File: src/rtl/uart_iid_pkg.sv
// Shared codes for the UART interrupt identifier.
// Assumes a four-bit code; bit 0 high means nothing pending.
package uart_iid_pkg;
    localparam int ID_W = 4;
    typedef enum logic [ID_W-1:0] {
        ID_LINE  = 4'b0110,
        ID_RXRDY = 4'b0100,
        ID_STALE = 4'b1100,
        ID_TXREQ = 4'b0010,
        ID_MODEM = 4'b0000,
        ID_IDLE  = 4'b0001
    } iid_code_t;
endpackage

File: src/rtl/uart_iid_evt.sv
// Event latch for one interrupt source.
// With EDGE_SET=1 it arms on a rising edge of cond; otherwise on cond high.
// Assumes: when set and clear meet in one cycle, set wins (a fresh event).
module uart_iid_evt #(
    parameter bit EDGE_SET = 1'b0
) (
    input  logic clk,
    input  logic rst_n,
    input  logic cond,
    input  logic clr,
    output logic set_now,
    output logic pend
);
    generate
        if (EDGE_SET) begin : g_edge
            logic cond_q;
            // remember the previous trigger level for edge detection
            always_ff @(posedge clk) begin
                if (!rst_n) cond_q <= 1'b0;
                else        cond_q <= cond;
            end
            assign set_now = cond & ~cond_q;
        end else begin : g_level
            assign set_now = cond;
        end
    endgenerate

    // hold the event until its clearing strobe
    always_ff @(posedge clk) begin
        if (!rst_n)       pend <= 1'b0;
        else if (set_now) pend <= 1'b1;
        else if (clr)     pend <= 1'b0;
    end

    assert_set_wins_R5: assert property (@(posedge clk) disable iff (!rst_n)
        set_now |=> pend);
    assert_clear_R7: assert property (@(posedge clk) disable iff (!rst_n)
        (clr && !set_now) |=> !pend);
endmodule

File: src/rtl/uart_iid_prio.sv
// Priority encoder: picks the highest enabled pending source.
// Assumes the level inputs are already qualified by their enables.
module uart_iid_prio
    import uart_iid_pkg::*;
(
    input  logic       clk,
    input  logic       rst_n,
    input  logic       hit_line,
    input  logic       hit_rx,
    input  logic       hit_stale,
    input  logic       hit_tx,
    input  logic       hit_modem,
    output iid_code_t  code
);
    // fixed-priority selection, highest first
    always_comb begin
        if (hit_line)       code = ID_LINE;
        else if (hit_rx)    code = ID_RXRDY;
        else if (hit_stale) code = ID_STALE;
        else if (hit_tx)    code = ID_TXREQ;
        else if (hit_modem) code = ID_MODEM;
        else                code = ID_IDLE;
    end

    assert_line_first_R2: assert property (@(posedge clk) disable iff (!rst_n)
        hit_line |-> code == ID_LINE);
    assert_rx_over_stale_R3: assert property (@(posedge clk) disable iff (!rst_n)
        (hit_rx && !hit_line) |-> code == ID_RXRDY);
endmodule

File: src/rtl/uart_int_ident.sv
// UART interrupt identifier top.
// Ranks the sources, latches the transmit and modem events, and applies
// the clear-on-event rules. Assumes strobes are single-cycle and
// synchronous to clk.
module uart_int_ident
    import uart_iid_pkg::*;
(
    input  logic            clk,
    input  logic            rst_n,
    input  logic            fifo_mode,
    input  logic            en_line,
    input  logic            en_rx,
    input  logic            en_tx,
    input  logic            en_modem,
    input  logic            line_err,
    input  logic            rx_ready,
    input  logic            rx_stale,
    input  logic            thr_empty,
    input  logic            txf_low,
    input  logic            modem_delta,
    input  logic            iir_rd,
    input  logic            thr_wr,
    input  logic            msr_rd,
    output logic [ID_W-1:0] iir_id,
    output logic            int_pend,
    output logic            irq
);
    iid_code_t code;
    logic tx_trig, tx_clr, tx_set, tx_pend;
    logic ms_set, ms_pend;
    logic hit_line, hit_rx, hit_stale, hit_tx, hit_modem;

    // transmit trigger depends on FIFO mode
    assign tx_trig = fifo_mode ? txf_low : thr_empty;
    // a read clears only when the transmit code is the one presented
    assign tx_clr  = thr_wr | (iir_rd & (code == ID_TXREQ));

    uart_iid_evt #(.EDGE_SET(1'b1)) i_tx_evt (
        .clk(clk), .rst_n(rst_n), .cond(tx_trig), .clr(tx_clr),
        .set_now(tx_set), .pend(tx_pend));

    uart_iid_evt #(.EDGE_SET(1'b0)) i_ms_evt (
        .clk(clk), .rst_n(rst_n), .cond(modem_delta), .clr(msr_rd),
        .set_now(ms_set), .pend(ms_pend));

    // qualify each source with its enable
    assign hit_line  = en_line  & line_err;
    assign hit_rx    = en_rx    & rx_ready;
    assign hit_stale = en_rx    & fifo_mode & rx_stale;
    assign hit_tx    = en_tx    & tx_pend;
    assign hit_modem = en_modem & ms_pend;

    uart_iid_prio i_prio (
        .clk(clk), .rst_n(rst_n),
        .hit_line(hit_line), .hit_rx(hit_rx), .hit_stale(hit_stale),
        .hit_tx(hit_tx), .hit_modem(hit_modem), .code(code));

    assign iir_id   = code;
    assign int_pend = ~code[0];
    assign irq      = hit_line | hit_rx | hit_stale | hit_tx | hit_modem;

    assert_irq_matches_R10: assert property (@(posedge clk) disable iff (!rst_n)
        irq == int_pend);
    assert_read_clear_R6: assert property (@(posedge clk) disable iff (!rst_n)
        (iir_rd && iir_id == 4'b0010 && !tx_set) |=> !tx_pend);
    assert_hidden_read_keeps_R6: assert property (@(posedge clk) disable iff (!rst_n)
        (tx_pend && iir_rd && iir_id != 4'b0010 && !thr_wr) |=> tx_pend);
    assert_modem_clear_R8: assert property (@(posedge clk) disable iff (!rst_n)
        (msr_rd && !ms_set) |=> !ms_pend);
    assert_modem_hold_R8: assert property (@(posedge clk) disable iff (!rst_n)
        (ms_pend && !msr_rd) |=> ms_pend);
endmodule

File: config.mk
export PLATFORM = sky130hd
export DESIGN_NAME = uart_int_ident
export DESIGN_NICKNAME = d
export VERILOG_FILES = /design/src/rtl/uart_iid_pkg.sv /design/src/rtl/uart_iid_evt.sv /design/src/rtl/uart_iid_prio.sv /design/src/rtl/uart_int_ident.sv
export SDC_FILE = /design/constraint.sdc
export NUM_CORES = 1
export LEC_CHECK = 0
export ABC_CLOCK_PERIOD_IN_PS = 2100
export BUFFER_PORTS_ARGS = -buffer_cell sky130_fd_sc_hd__clkbuf_2
export CAP_MARGIN = 20
export CORE_AREA = 2 2 39 41
export DETAILED_ROUTE_END_ITERATION = 6
export DIE_AREA = 0 0 41 43
export PLACE_DENSITY_LB_ADDON = 0.2
export SETUP_SLACK_MARGIN = 0.4
export SYNTH_ARGS = -nofsm -noshare
export SYNTH_HDL_FRONTEND = slang
export SYNTH_HIERARCHICAL = 1
export SYNTH_SLANG_ARGS = --single-unit
File: constraint.sdc
create_clock -name clk -period 2.1 [get_ports clk]
set_input_delay 0 -clock clk [delete_from_list [all_inputs] [get_ports clk]]
set_output_delay 0 -clock clk [all_outputs]
set_load 0.01 [all_outputs]
==> results_dict.tcl <==
set metrics [dict create \
    relSlewSlack 0.822 \
    reg2reg_slack_ns 0.92 \
    fin_crit_sh 0.608 \
    ir_worst_vdd_uv 314 \
    skew_ns 0.00192 \
    worstMarginPinSlew_ns 0.266 \
    clock_latency_ns 0.23 \
    grt_first_pass_wirelength_um 938 \
    cp-start-kind "register" \
    routed-via-count 279 \
    cts_setup_buffers 0 \
    cap_violations 0 \
    cts_root_buffer "clkbuf_4" \
    htreeDepth 1 \
    path_delay_family "simple AND/OR/NAND/NOR gates" \
    io_pins 22 \
    drtAntennaViolNets 0 \
    post-route-min-period_ns 1.28 \
    dieArea_sq_um 1760 \
    worst-path-max-fanout 3 \
    syn_inst 25 \
    wl_met1_um 223 \
    antenna_cells 0 \
    start_util 0.169 \
    status "finished clean" \
    vias_per_cell 4.16 \
    critPathCaptureType "output pin" \
    wl_met3_um 101 \
    synth_nets 41 \
    drive_above_1_share 0.608 \
    hold_viol 0 \
    syn_to_final_growth_pct 69.0 \
    max_stage_delay_ns 0.40 \
    port_buffers 21 \
    final.setup.tns_ns 0 \
    nets 68 \
    multiInputGateArea_sq_um 170 \
    synth.avg_cell_area_sq_um 9.36 \
    core_area_sq_um 1380 \
    worst-path-buf-inv 1 \
    drt-pass1-iter-count 1 \
    fmax_mhz 783 \
    rows 14 \
    cpMaxStageDelayCell "or4_1" \
    hp-class "input port to register" \
    cp.arrival_ns 1.28 \
    gr-usage-all-layers 0.0802 \
    die_w_um 41 \
    wirelength_um 594 \
    highest_layer "met3" \
    clkTransAtPathRegs_ns 0.04 \
    holdWs_ns 0.0105 \
    drv_slew 0 \
    cp.required_ns 2.10 \
    synth_area_sq_um 234 \
    cts_tree "done" \
    ctsResizeCount 0 \
    dp_hpwl_um 505 \
    finalPower_uw 228 \
    grt_pass1_vias 280 \
    crit_chain "a22o_1 -> or4_1 -> clkbuf_2" \
    drcViolationCount 0 \
    grt_max_degree 5 \
    num-fill-cells 167 \
    setup_viol 0 \
    rsz0062_at_grt "no" \
    ys.warnings.count 6 \
    grt.overflow.total 0 \
    cts_buffers 3 \
    die_h_um 43 \
    wire_per_inst_um 8.87 \
    regArea_sq_um 60.1 \
    drt_iter0_drc 0 \
    cts_buffer_depth 2 \
    powerDensity_nw_per_um2 577 \
    cts_hold_buf 1 \
    antenna_found_initial 0 \
    wl_met2_um 269 \
    worstSetupPathType "register to output pin" \
    leakagePower_nw 0.214 \
    place_congestion 0.541 \
    cts_sinks 3 \
]
## where the power goes
part	switching (mW)	internal, mW
sequential	0.00260	0.0615
combinational	0.0269	0.0370
clock	0.0288	0.0711
## flip-flops by register name, indices dropped and copies added (netlist names)
signal and count:
i_tx_evt/g_edge.cond_q 1, i_tx_evt/pend 1, i_ms_evt/pend 1
## stage by stage
stage	std cells	utilization	setup WS, ns	area (sq um)
CTS	67	0.286	0.802	395
global route	67	0.286	0.757	395
global placement	62	0.259	0.764	359
detailed placement	62	0.259	0.765	359
finish	67	0.286	0.823	395
floorplan	25	-	0.727	234
## worst reg2reg max path, stage by stage, from the launching register on
cell and delay (ns):
dfxtp_1 0.30, and2_1 0.16, nor3_2 0.20, inv_1 0.07, a41o_1 0.17, nor2b_1 0.11, o21a_1 0.11
## worst paths after layout
| path | start | endpoint | cells past startpoint |
|---|---|---|---|
| max reg2reg | i_tx_evt/pend | i_tx_evt/pend | 6 |
| min | rst_n | i_tx_evt/pend | 2 |
| min reg2reg | i_tx_evt/g_edge.cond_q | i_tx_evt/pend | 2 |
| max | i_tx_evt/pend | irq | 3 |
## final cells by class
cell class              count  share of cell area
clock buffers               4              0.0665
inverters                   1             0.00949
multi-input cells          21               0.430
flip-flops and latches      3               0.152
well taps                  16              0.0506
repair buffers             22               0.291
## metal layers
layer | track usage | up-vias
met3 | 0.0471 | 0
met5 | 0 | -
li1 | - | 141
met1 | 0.0673 | 121
met2 | 0.138 | 17
met4 | 0.0400 | 0
## cell usage in the layout, fill, tap and decap left out
master and instances:
clkbuf_2 21, and2_1 4, clkbuf_4 3, dfxtp_1 3, nor2_1 2, nor2b_4 2, o21a_1 2, mux2_2 1
and3_1 1, a22o_1 1, or4_1 1, inv_1 1, a41o_1 1, clkbuf_1 1, dlygate4sd3_1 1, or3_4 1
nor3_2 1, a21o_2 1, nor3b_1 1, nor2b_1 1, and2_2 1
(Power assumes the default switching activity.)
